## src/rtl/seg_xlate_pkg.sv

```systemverilog
package seg_xlate_pkg;

    localparam int PA_W       = 32;
    localparam int LIM_W      = 16;
    localparam int DESC_W     = PA_W + LIM_W + 4;
    localparam int DESC_BYTES = 8;
    localparam int DESC_SHIFT = $clog2(DESC_BYTES);

    typedef enum logic [2:0] {
        FLT_NONE    = 3'd0,
        FLT_RANGE   = 3'd1,
        FLT_INVALID = 3'd2,
        FLT_LIMIT   = 3'd3,
        FLT_PERM    = 3'd4
    } fault_e;

    typedef enum logic [1:0] {
        ACC_READ  = 2'd0,
        ACC_WRITE = 2'd1,
        ACC_EXEC  = 2'd2,
        ACC_RSVD  = 2'd3
    } acc_e;

    // Field order gives bit positions: base lowest, then limit, valid, r, w, x
    typedef struct packed {
        logic              x_ok;
        logic              w_ok;
        logic              r_ok;
        logic              present;
        logic [LIM_W-1:0]  limit;
        logic [PA_W-1:0]   base;
    } seg_desc_t;

    typedef enum logic [1:0] {
        ST_IDLE  = 2'd0,
        ST_FETCH = 2'd1,
        ST_WAIT  = 2'd2,
        ST_RESP  = 2'd3
    } xl_state_e;

    function automatic logic perm_granted(seg_desc_t d, acc_e a);
        case (a)
            ACC_READ:  return d.r_ok;
            ACC_WRITE: return d.w_ok;
            ACC_EXEC:  return d.x_ok;
            default:   return 1'b0;
        endcase
    endfunction

endpackage

```

## src/rtl/seg_ctx_regs.sv

```systemverilog
module seg_ctx_regs
    import seg_xlate_pkg::*;
(
    input  logic            clk,
    input  logic            rst,
    input  logic            wr_en,
    input  logic            wr_sel,
    input  logic [PA_W-1:0] wr_data,
    input  logic            idle,
    output logic [PA_W-1:0] tbl_origin,
    output logic [PA_W-1:0] tbl_count
);

    always_ff @(posedge clk) begin
        if (rst) begin
            tbl_origin <= '0;
            tbl_count  <= '0;
        end else if (wr_en && idle) begin
            if (wr_sel) tbl_count  <= wr_data;
            else        tbl_origin <= wr_data;
        end
    end

endmodule

```

## src/rtl/seg_fault_eval.sv

```systemverilog
module seg_fault_eval
    import seg_xlate_pkg::*;
(
    input  seg_desc_t         desc,
    input  logic [LIM_W-1:0]  off,
    input  acc_e              acc,
    output fault_e            fault,
    output logic [PA_W-1:0]   paddr
);

    logic perm_ok;

    always_comb begin
        perm_ok = perm_granted(desc, acc);
        fault   = FLT_NONE;
        paddr   = '0;
        if (!desc.present)
            fault = FLT_INVALID;
        else if (off >= desc.limit)
            fault = FLT_LIMIT;
        else if (!perm_ok)
            fault = FLT_PERM;
        else
            paddr = desc.base + PA_W'(off);
    end

endmodule

```

## src/rtl/seg_xlate_top.sv

```systemverilog
module seg_xlate_top
    import seg_xlate_pkg::*;
#(
    parameter int SEG_W = 4
) (
    input  logic               clk,
    input  logic               rst,
    input  logic               cfg_we,
    input  logic               cfg_sel,
    input  logic [PA_W-1:0]    cfg_wdata,
    input  logic               req_valid,
    output logic               req_ready,
    input  logic [SEG_W-1:0]   req_seg,
    input  logic [LIM_W-1:0]   req_off,
    input  logic [1:0]         req_acc,
    output logic               rsp_valid,
    input  logic               rsp_ready,
    output logic [PA_W-1:0]    rsp_paddr,
    output logic [2:0]         rsp_fault,
    output logic               mem_rd_en,
    output logic [PA_W-1:0]    mem_rd_addr,
    input  logic               mem_rd_valid,
    input  logic [DESC_W-1:0]  mem_rd_data
);

    xl_state_e         st;
    logic [LIM_W-1:0]  cur_off;
    acc_e              cur_acc;
    logic [PA_W-1:0]   cur_daddr;
    fault_e            res_fault;
    logic [PA_W-1:0]   res_paddr;

    logic [PA_W-1:0]   tbl_origin;
    logic [PA_W-1:0]   tbl_count;
    fault_e            ev_fault;
    logic [PA_W-1:0]   ev_paddr;
    logic              seg_in_range;

    assign req_ready    = (st == ST_IDLE);
    assign rsp_valid    = (st == ST_RESP);
    assign mem_rd_en    = (st == ST_FETCH);
    assign mem_rd_addr  = cur_daddr;
    assign rsp_paddr    = res_paddr;
    assign rsp_fault    = res_fault;
    assign seg_in_range = PA_W'(req_seg) < tbl_count;

    seg_ctx_regs u_ctx (
        .clk        (clk),
        .rst        (rst),
        .wr_en      (cfg_we),
        .wr_sel     (cfg_sel),
        .wr_data    (cfg_wdata),
        .idle       (req_ready),
        .tbl_origin (tbl_origin),
        .tbl_count  (tbl_count)
    );

    seg_fault_eval u_eval (
        .desc  (seg_desc_t'(mem_rd_data)),
        .off   (cur_off),
        .acc   (cur_acc),
        .fault (ev_fault),
        .paddr (ev_paddr)
    );

    always_ff @(posedge clk) begin
        if (rst) begin
            st        <= ST_IDLE;
            cur_off   <= '0;
            cur_acc   <= ACC_READ;
            cur_daddr <= '0;
            res_fault <= FLT_NONE;
            res_paddr <= '0;
        end else begin
            case (st)
                ST_IDLE: if (req_valid) begin
                    cur_off <= req_off;
                    cur_acc <= acc_e'(req_acc);
                    if (seg_in_range) begin
                        cur_daddr <= tbl_origin + (PA_W'(req_seg) << DESC_SHIFT);
                        st        <= ST_FETCH;
                    end else begin
                        res_fault <= FLT_RANGE;
                        res_paddr <= '0;
                        st        <= ST_RESP;
                    end
                end
                ST_FETCH: st <= ST_WAIT;
                ST_WAIT: if (mem_rd_valid) begin
                    res_fault <= ev_fault;
                    res_paddr <= ev_paddr;
                    st        <= ST_RESP;
                end
                ST_RESP: if (rsp_ready) st <= ST_IDLE;
                default: st <= ST_IDLE;
            endcase
        end
    end

endmodule

```

## config.mk

```make
export PLATFORM = sky130hd
export DESIGN_NAME = seg_xlate_top
export DESIGN_NICKNAME = d
export VERILOG_FILES = /design/src/rtl/seg_xlate_pkg.sv /design/src/rtl/seg_ctx_regs.sv /design/src/rtl/seg_fault_eval.sv /design/src/rtl/seg_xlate_top.sv
export SDC_FILE = /design/constraint.sdc
export NUM_CORES = 1
export LEC_CHECK = 0
export BUFFER_PORTS_ARGS = -buffer_cell sky130_fd_sc_hd__buf_2
export CORE_MARGIN = 2
export CORE_UTILIZATION = 35
export CTS_CLUSTER_DIAMETER = 200
export DETAILED_ROUTE_END_ITERATION = 10
export HOLD_SLACK_MARGIN = 0.1
export SKIP_LAST_GASP = 1
export SYNTH_ARGS = -nofsm -noshare
export SYNTH_HDL_FRONTEND = slang
export SYNTH_SLANG_ARGS = --single-unit
```

## constraint.sdc

```tcl
create_clock -name clk -period 2.5 [get_ports clk]
set_clock_uncertainty 0.05 [all_clocks]
set_input_delay 0.125 -clock clk [delete_from_list [all_inputs] [get_ports clk]]
set_output_delay 0.125 -clock clk [all_outputs]
set_load 0.02 [all_outputs]
```

==> results of run 1 <==
## critical path, cell delays in order (launching register included)
cell	delay, ns
dfxtp_2	0.33
buf_6	0.12
ha_4	0.25
nand3_1	0.06
or4_1	0.52
a211o_1	0.28
o211a_1	0.16
and4_4	0.23
nand3b_1	0.13
a311oi_1	0.06
a22o_1	0.21
## cell usage after synthesis (all sizes together), types with 8 or more instances
| cell | n | area share, % |
|---|---|---|
| xnor2 | 20 | 2.3 |
| o21ai | 35 | 2.3 |
| clkbuf | 41 | 2.1 |
| inv | 39 | 2.0 |
| a211oi | 26 | 2.7 |
| mux2i | 9 | 1.2 |
| a21oi | 112 | 7.5 |
| a21o | 14 | 1.4 |
| nand2 | 221 | 11 |
| nand4 | 14 | 1.2 |
| and3 | 9 | 0.82 |
| ha | 43 | 7.2 |
| dfxtp | 151 | 40 |
| nor3 | 8 | 0.60 |
| xor2 | 27 | 3.2 |
| nand3 | 18 | 1.4 |
| nor4 | 11 | 1.0 |
| nor2 | 70 | 3.6 |
## flip-flops by register name, summed over array words and instances (netlist names)
| signal | count |
|---|---|
| mem_rd_addr | 32 |
| rsp_paddr | 32 |
| u_ctx.tbl_count | 32 |
| u_ctx.tbl_origin | 32 |
| cur_off | 16 |
| rsp_fault | 3 |
| cur_acc | 2 |
| st | 2 |
## timing repair
action / 4_1_cts / 5_1_grt
hold buffers: 72 / 0
setup buffers: 1 / 6
pin swaps: 8 / 31
endpoints found under the setup margin: 18 / 40
gates resized for setup: 10 / 59
cloned: 0 / 1
hold endpoints to repair: 107 / 0
## per-stage QoR
step                setup TNS, ns  hold slack (ns)  area, um2  worst slack [ns]  cells
floorplan                       0           0.2110       7501           0.09107    945
CTS                             0           0.1031      10300          0.003921   1500
detailed placement        -0.6380           0.3223       8925          -0.09329   1396
finish                   -0.01636           0.1267      10600          -0.01636   1507
global placement         -0.04144           0.3203       8925          -0.02125   1396
global route               -1.051           0.1117      10600           -0.1179   1507
## layout make-up
class / count / area, um2
clock inverters: 15 / 175.2
repair buffers: 303 / 2074
multi-input cells: 707 / 4398
flip-flops and latches: 151 / 3033
clock buffers: 17 / 425.4
well taps: 275 / 344.1
fillers: 2059 / 10430
inverters: 39 / 146.4
## metal layers
metal	wire length [um]	up-vias	share of wire, %
met5	0	-	0
met4	247	0	1.1
met3	1001	13	4.7
met2	10500	156	49
met1	9750	3335	45
li1	-	3797	-
## worst paths after layout
path                   endpoint  slack [ns]
hold / removal            st[0]        0.13
hold reg to reg   rsp_paddr[29]        0.40
setup / recovery  rsp_paddr[15]       -0.02
setup reg to reg  rsp_paddr[15]       -0.02
## power by group
| part | switching [W] | internal [W] |
|---|---|---|
| Sequential | 0.000236 | 0.00276 |
| Combinational | 0.00172 | 0.00118 |
| Clock | 0.00123 | 0.00135 |
## cell families (layout without fill, tap and decap cells)
group / count (synthesis) / after routing / share of synthesized area, %
adders and majority gates: 45 / 45 / 7.706
and+or+nand+nor: 384 / 384 / 22.79
muxes: 9 / 9 / 1.201
buffers and inverters: 87 / 374 / 4.620
xor gates and xnor gates: 47 / 47 / 5.488
AOI/OAI and AO/OA: 222 / 222 / 17.90
DFF: 151 / 151 / 40.30
==> impl_metrics.env, run 1 <==
export IMPL_num_rows=53
export IMPL_start_util_pct=35.68
export IMPL_ys_warn_count=0
export IMPL_place_gp_congestion=0.8319
export IMPL_clk_latency_ns=0.43
export IMPL_firstDrtPassIters=6
export IMPL_fin_crit_sh_pct=100.7
export IMPL_clkSinkCount=151
export IMPL_drt_vias_per_instance=4.845
export IMPL_p_total_w=0.008474
export IMPL_grt_first_pass_wirelength_mm=33.59
export IMPL_crit_start="cur_off[5]"
export IMPL_track_usage_pct=18.67
export IMPL_core_um2=21020
export IMPL_ys_ff_latch=151
export IMPL_final_hold_viol_count=0
export IMPL_cts_tree="done"
export IMPL_yosysSeqAreaShare_pct=40.30
export IMPL_antenna_found_initial=0
export IMPL_grt_met3_usage_pct=3.939
export IMPL_slew_violations=0
export IMPL_htreeDepth=4
export IMPL_violations="negative setup slack"
export IMPL_status="complete, but fails checks"
export IMPL_tightest_slew_ns=0.6423
export IMPL_finalSetupViolCount=1
export IMPL_fmax_mhz=397.4
export IMPL_r2r_start="cur_off[5]"
export IMPL_maxCapViolations=0
export IMPL_fin_ws_ns=-0.01636
export IMPL_wl_per_cell_um=14.26
export IMPL_drc=0
export IMPL_arrival_ns=2.78
export IMPL_first_global_vias=6943
export IMPL_nets=1377
export IMPL_rsz0062_at_grt="yes"
export IMPL_grt_busiest_layer="met2"
export IMPL_fp_dieW_um=150.4
export IMPL_vias=7301
export IMPL_drt_initial_drc_count=289
export IMPL_drive_gt1_share_pct=26.22
export IMPL_mostFrequentLayoutCell="nand2_1"
export IMPL_fin_crit_ns=2.516
export IMPL_ant_nets=0
export IMPL_area_growth_pct=41.27
export IMPL_wl_mm=21.49
export IMPL_clockRootBuffer="clkbuf_16"
export IMPL_required_ns=2.77
export IMPL_synthCells=945
export IMPL_grt_overflow=0
export IMPL_hold_class="input pin to flip-flop"
export IMPL_path_class="flip-flop to flip-flop"
export IMPL_synth_edff_count=0
export IMPL_p_leak_nw=4.535
export IMPL_port_buffers=182
export IMPL_p_per_area_nw_per_um2=799.7
export IMPL_whs_path_depth=5
export IMPL_async_reset_ff_share_pct=0
export IMPL_cts_clk_slew_worst_paths_ns=0.07
export IMPL_die_h_um=150.4
export IMPL_grt_start_max_net_pins=125
export IMPL_cts_buffer_depth=2
export IMPL_antenna_cells_inserted=0
export IMPL_netlist_area_um2=7501
export IMPL_post_route_util_pct=50.41
export IMPL_synth_ff_type="dfxtp_1"
export IMPL_ys_types=63
export IMPL_slew_headroom_pct=57.18
export IMPL_synth_avg_cell_area_um2=7.938
export IMPL_globalRouteMet2Util_pct=33.23
export IMPL_hpwl_mm=15.22
export IMPL_endpoint_kind="flip-flop"
export IMPL_reg2regPathDepth=10
export IMPL_dieArea_um2=22620
export IMPL_gr_usage_met1_pct=22.72
export IMPL_io_pins=183
export IMPL_min_from="rsp_ready"
export IMPL_syn_num_nets=1103
export IMPL_final_cell_mix="220 x nand2_1, 180 x buf_2, 143 x dfxtp_1, 107 x a21oi_1, 72 x dlygate4sd3_1"
export IMPL_cts_inserted_buffers=17
export IMPL_path_max_fanout=6
export IMPL_irDropWorstVdd_mv=0.4282
export IMPL_cp_start_kind="flip-flop"
(Power assumes the default switching activity.)
==> run 2, diff against run 1 <==
- CORE_UTILIZATION: 35 -> 49
- PLACE_DENSITY: default -> 0.77
==> run 2 against run 1 <==
  * The flow now finishes without violations
  * Non-clock buffer count is the same
  * Register-to-register slack gained 0.05 ns
  * Maximum frequency grew 2.1%
  * Clock-buffer cell count is the same
  * Sequential share of layout area grew 0.30 points
  * Sequential cell count is the same
  * Global-route usage grew 6.8 points
  * Via count grew 3.5%
  * Worst setup slack gained 0.051 ns
  * Clock power is essentially flat
  * Critical endpoint unchanged
  * Highest routed layer unchanged
==> impl_metrics.env, run 2 (synthesized netlist as in run 1, its figures left out) <==
export IMPL_place_gp_congestion=0.8939
export IMPL_fmax_mhz=405.6
export IMPL_post_route_util_pct=69.63
export IMPL_cts_buffer_depth=2
export IMPL_status="completed"
export IMPL_endpoint_kind="flip-flop"
export IMPL_clkSinkCount=151
export IMPL_hpwl_mm=14.08
export IMPL_drc=0
export IMPL_area_growth_pct=40.07
export IMPL_cts_clk_slew_worst_paths_ns=0.07
export IMPL_hold_slack_ns=0.1109
export IMPL_grt_start_max_net_pins=97
export IMPL_finalSetupTns_ns=0
export IMPL_rsz0062_at_grt="yes"
export IMPL_path_max_fanout=8
export IMPL_final_hold_viol_count=0
export IMPL_p_leak_nw=4.515
export IMPL_cp_start_kind="flip-flop"
export IMPL_num_rows=45
export IMPL_ant_nets=0
export IMPL_track_usage_pct=25.47
export IMPL_fin_crit_ns=2.465
export IMPL_vias=7554
export IMPL_wl_per_cell_um=15.16
export IMPL_cts_inserted_buffers=17
export IMPL_stdcell_area_um2=10510
export IMPL_grt_first_pass_wirelength_mm=33.41
export IMPL_irDropWorstVdd_mv=0.6811
export IMPL_core_um2=15090
export IMPL_path_class="flip-flop to flip-flop"
export IMPL_first_global_vias=7129
export IMPL_finalSetupViolCount=0
export IMPL_hold_class="input pin to flip-flop"
export IMPL_fin_crit_sh_pct=98.62
export IMPL_wl_mm=21.55
export IMPL_grt_overflow=0
export IMPL_drive_gt1_share_pct=25.65
export IMPL_firstDrtPassIters=5
export IMPL_die_h_um=127.7
export IMPL_nets=1377
export IMPL_drt_vias_per_instance=5.316
export IMPL_htreeDepth=4
export IMPL_fill_cells=1156
export IMPL_fp_dieW_um=127.7
export IMPL_tightest_slew_ns=0.6029
export IMPL_p_per_area_nw_per_um2=809.9
export IMPL_cts_tree="done"
export IMPL_maxCapViolations=0
export IMPL_place_ws_ns=-0.08271
export IMPL_clk_latency_ns=0.43
export IMPL_slew_headroom_pct=59.81
export IMPL_fin_ws_ns=0.03451
export IMPL_drt_initial_drc_count=506
export IMPL_arrival_ns=2.74
export IMPL_dieArea_um2=16310
export IMPL_antenna_found_initial=0
export IMPL_mostFrequentLayoutCell="nand2_1"
export IMPL_start_util_pct=49.71
export IMPL_port_buffers=182
export IMPL_slew_violations=0
export IMPL_placed_area_um2=8733
export IMPL_final_cell_mix="220 x nand2_1, 179 x buf_2, 142 x dfxtp_1, 106 x a21oi_1, 82 x dlygate4sd3_1"
export IMPL_io_pins=183
export IMPL_clockRootBuffer="clkbuf_16"
export IMPL_required_ns=2.78
==> run 2: changes by cell type in the layout (fill, tap and decap cells not counted), sizes merged <==
cell | before | now
dlygate4sd3 | 72 | 82
bufinv | 0 | 1
clkinv | 6 | 5
diode | 0 | 1
buf | 230 | 221
clkbuf | 18 | 17
==> run 2: worst max-delay path: stages, from the launching register on <==
cell,delay [ns]
dfxtp_4,0.37
ha_4,0.26
nand4_1,0.12
or4_4,0.49
a211o_1,0.28
o211a_1,0.17
and4_4,0.22
nand3b_1,0.14
a311oi_2,0.06
a22o_1,0.19
==> run 2: final timing paths <==
path / slack [ns] / startpoint / endpoint / cells after the start
max: 0.03 / cur_off[9] / rsp_paddr[15] / 9
min reg2reg: 0.40 / rsp_paddr[20] / rsp_paddr[20] / 2
max reg2reg: 0.03 / cur_off[9] / rsp_paddr[15] / 9
min: 0.11 / mem_rd_valid / st[1] / 5
==> run 2: routing by layer <==
layer,share of wire [%],up-vias,routed length (um),track usage [%]
met4,2.4,0,524,9.825
li1,-,3789,-,-
met3,6.2,44,1341,5.301
met5,0,-,0,0
met2,49,297,10620,44.54
met1,42,3424,9064,30.77
==> run 2: metrics by stage <==
| step | total power [W] | std cells |
|---|---|---|
| 6_report | 0.008509 | 1421 |
| 5_1_grt | 0.008970 | 1420 |
| 4_1_cts | 0.008288 | 1412 |
| 3_5_place_dp | 0.005613 | 1298 |
| 3_3_place_gp | 0.005568 | 1298 |
| 2_1_floorplan | 0.004727 | 945 |
==> run 2: final cells by class <==
cell class                 count  area, um2  area share [%]
clock inverter                15      158.9           1.512
inverter                      39      148.9           1.417
multi-input combinational    707       4407           41.94
sequential                   151       3039           28.93
timing repair buffer         303       2090           19.89
tap                          188      235.2           2.239
clock buffer                  17      425.4           4.049
antenna                        1      2.502         0.02382
==> run 2: power by group <==
group	total, W	internal [W]	switching, W	leakage, nW
Clock	0.00256	0.00141	0.00115	0.289
Sequential	0.00302	0.00276	0.000256	1.23
Combinational	0.00293	0.00120	0.00172	2.99
Total	0.00851	0.00538	0.00313	4.51
==> run 2: what timing repair did <==
item / 4_1_cts / 5_1_grt
hold buffers: 82 / 0
resized for setup: 5 / 68
hold endpoints to repair: 114 / 0
pin swaps: 0 / 38
setup buffers: 0 / 9
setup endpoints to repair: 9 / 56
==> run 3, diff against run 2 <==
--- a/config.mk
+++ b/config.mk
@@ -12,4 +12,5 @@
 export DETAILED_ROUTE_END_ITERATION = 10
 export HOLD_SLACK_MARGIN = 0.1
+export MAX_ROUTING_LAYER = met4
 export PLACE_DENSITY = 0.77
 export SKIP_LAST_GASP = 1
==> constraint.sdc (replaced) <==
create_clock -name clk -period 2.5 [get_ports clk]
set_clock_uncertainty 0.05 [all_clocks]
set_input_delay 0.5 -clock clk [delete_from_list [all_inputs] [get_ports clk]]
set_output_delay 0.5 -clock clk [all_outputs]
set_load 0.02 [all_outputs]
==> run 3 against run 2 <==
  * Combinational power shrank 1%
  * Sequential power hardly changed
  * The run now ends with negative setup slack left
  * Highest routed layer unchanged
  * Worst hold slack better by 0.14 ns
  * Cell count shrank 4.0%
  * Sequential cell count is the same
  * Core utilization is 4.0 points lower
  * Register-to-register slack worse by 0.05 ns
  * Die area unchanged
  * Sequential share of layout area grew 1.8 points
  * Worst setup slack got worse by 0.046 ns
==> impl_metrics.env, run 3 (synthesized netlist as in run 1, its figures left out) <==
export IMPL_slew_violations=0
export IMPL_maxCapViolations=0
export IMPL_violations="negative setup slack"
export IMPL_arrival_ns=2.81
export IMPL_nets=1321
export IMPL_reg2regPathDepth=12
export IMPL_drt_vias_per_instance=5.353
export IMPL_dieArea_um2=16310
export IMPL_core_um2=15090
export IMPL_status="complete, but fails checks"
export IMPL_slowest_stage="dfxtp_2"
export IMPL_final_cell_mix="221 x nand2_1, 181 x buf_2, 143 x dfxtp_1, 108 x a21oi_1, 67 x nor2_1"
export IMPL_drive_gt1_share_pct=29.08
export IMPL_mostFrequentLayoutCell="nand2_1"
export IMPL_cts_inserted_buffers=17
export IMPL_grt_first_pass_wirelength_mm=31.77
export IMPL_cts_buffer_depth=2
export IMPL_fp_dieW_um=127.7
export IMPL_whs_path_depth=3
export IMPL_slew_headroom_pct=56.16
export IMPL_grt_start_max_net_pins=117
export IMPL_crit_family="compound AO/OA/AOI/OAI gates"
export IMPL_clk_latency_ns=0.43
export IMPL_cts_clk_slew_worst_paths_ns=0.07
export IMPL_num_rows=45
export IMPL_worst_path_stages=12
export IMPL_final_hold_viol_count=0
export IMPL_fin_crit_sh_pct=100.5
export IMPL_fill_cells=1303
export IMPL_drt_initial_drc_count=426
export IMPL_clkSinkCount=151
export IMPL_rsz0062_at_grt="yes"
export IMPL_place_gp_congestion=0.8987
export IMPL_finalSetupViolCount=3
export IMPL_start_util_pct=49.71
export IMPL_slowest_delay_ns=0.33
export IMPL_port_buffers=182
export IMPL_p_leak_nw=4.274
export IMPL_wl_mm=20.33
export IMPL_die_h_um=127.7
export IMPL_htreeDepth=4
export IMPL_drc=0
export IMPL_hpwl_mm=14.46
export IMPL_endpoint_kind="flip-flop"
export IMPL_track_usage_pct=24.98
export IMPL_p_total_w=0.008520
export IMPL_antenna_cells_inserted=0
export IMPL_first_global_vias=6826
export IMPL_io_pins=183
export IMPL_cts_hold_fix_buffers=0
export IMPL_path_max_fanout=4
export IMPL_finalSetupTns_ns=-0.02897
export IMPL_firstDrtPassIters=5
export IMPL_irDropWorstVdd_mv=0.5438
export IMPL_hold_class="input pin to flip-flop"
export IMPL_cts_tree="done"
export IMPL_antenna_found_initial=0
export IMPL_fmax_mhz=398.2
export IMPL_hold_slack_ns=0.2488
export IMPL_fin_ws_ns=-0.01142
export IMPL_required_ns=2.80
export IMPL_cp_start_kind="flip-flop"
export IMPL_area_growth_pct=32.08
export IMPL_fin_crit_ns=2.511
export IMPL_grt_overflow=0
export IMPL_placed_area_um2=9034
export IMPL_p_per_area_nw_per_um2=860.0
export IMPL_ant_nets=0
export IMPL_wl_per_cell_um=14.90
export IMPL_vias=7302
export IMPL_worst_path_buf_inv=2
export IMPL_clockRootBuffer="clkbuf_16"
export IMPL_path_class="flip-flop to flip-flop"
export IMPL_stdcell_area_um2=9907
export IMPL_tightest_slew_ns=0.6577
export IMPL_crit_chain="ha_1 -> inv_1 -> fa_2 -> nor2b_4 -> o31a_1 -> o311ai_2 -> o211ai_1 -> a21boi_2 -> buf_4 -> nor4_4 -> xnor2_1 -> o21ai_0"
==> run 3: changes by cell type in the layout (fill, tap and decap cells not counted), moves of 4 or more <==
cell | before | now
nor2_1 | 63 | 67
inv_6 | 2 | 6
inv_1 | 37 | 32
dlygate4sd3_1 | 82 | 0
inv_8 | 6 | 1
buf_4 | 36 | 59
==> run 3: worst paths after layout <==
path / start / end / slack, ns
max: cur_off[0] / rsp_paddr[22] / -0.01
min: req_off[9] / cur_off[9] / 0.25
max reg2reg: cur_off[0] / rsp_paddr[22] / -0.01
min reg2reg: rsp_paddr[31] / rsp_paddr[31] / 0.39
==> run 3: cell type report <==
| cell class | instances | area, um2 | share of cell area [%] |
|---|---|---|---|
| sequential | 151 | 3040 | 30.69 |
| inverter | 39 | 158.9 | 1.604 |
| timing repair buffer | 247 | 1463 | 14.76 |
| tap | 188 | 235.2 | 2.374 |
| multi-input combinational | 707 | 4408 | 44.49 |
| clock buffer | 18 | 439.2 | 4.433 |
| clock inverter | 14 | 162.7 | 1.642 |
==> run 3: repair_timing <==
action / CTS / global route
gates cloned: 0 / 0
pin swaps: 6 / 23
resized for setup: 9 / 48
endpoints found under the setup margin: 18 / 35
setup buffers: 1 / 5
==> run 3: report_power, final <==
part	internal, W	total (W)	switching [W]
Clock	0.00152	0.00262	0.00110
Sequential	0.00276	0.00302	0.000251
Combinational	0.00118	0.00289	0.00171
==> run 3: per-layer routing <==
metal,global-route usage [%],routed length [um],up-vias
met2,42.06,9896,221
met3,4.048,1018,37
li1,-,-,3684
met1,30.45,8959,3360
met4,8.856,454,0
met5,-,0,-
==> run 3: worst register-to-register path, stage by stage (launching register included) <==
cell and delay [ns]:
dfxtp_2 0.33, ha_1 0.20, inv_1 0.09, fa_2 0.24, nor2b_4 0.06, o31a_1 0.33, o311ai_2 0.24, o211ai_1 0.20
a21boi_2 0.20, buf_4 0.16, nor4_4 0.04, xnor2_1 0.13, o21ai_0 0.17
==> run 3: through the flow <==
step	std cells	setup WS (ns)	util [%]
CTS	1359	-0.01811	64.04
global placement	1326	-0.2707	59.87
detailed placement	1326	-0.3314	59.87
floorplan	945	0.001027	-
finish	1364	-0.01142	65.66
global route	1364	-0.1062	65.66
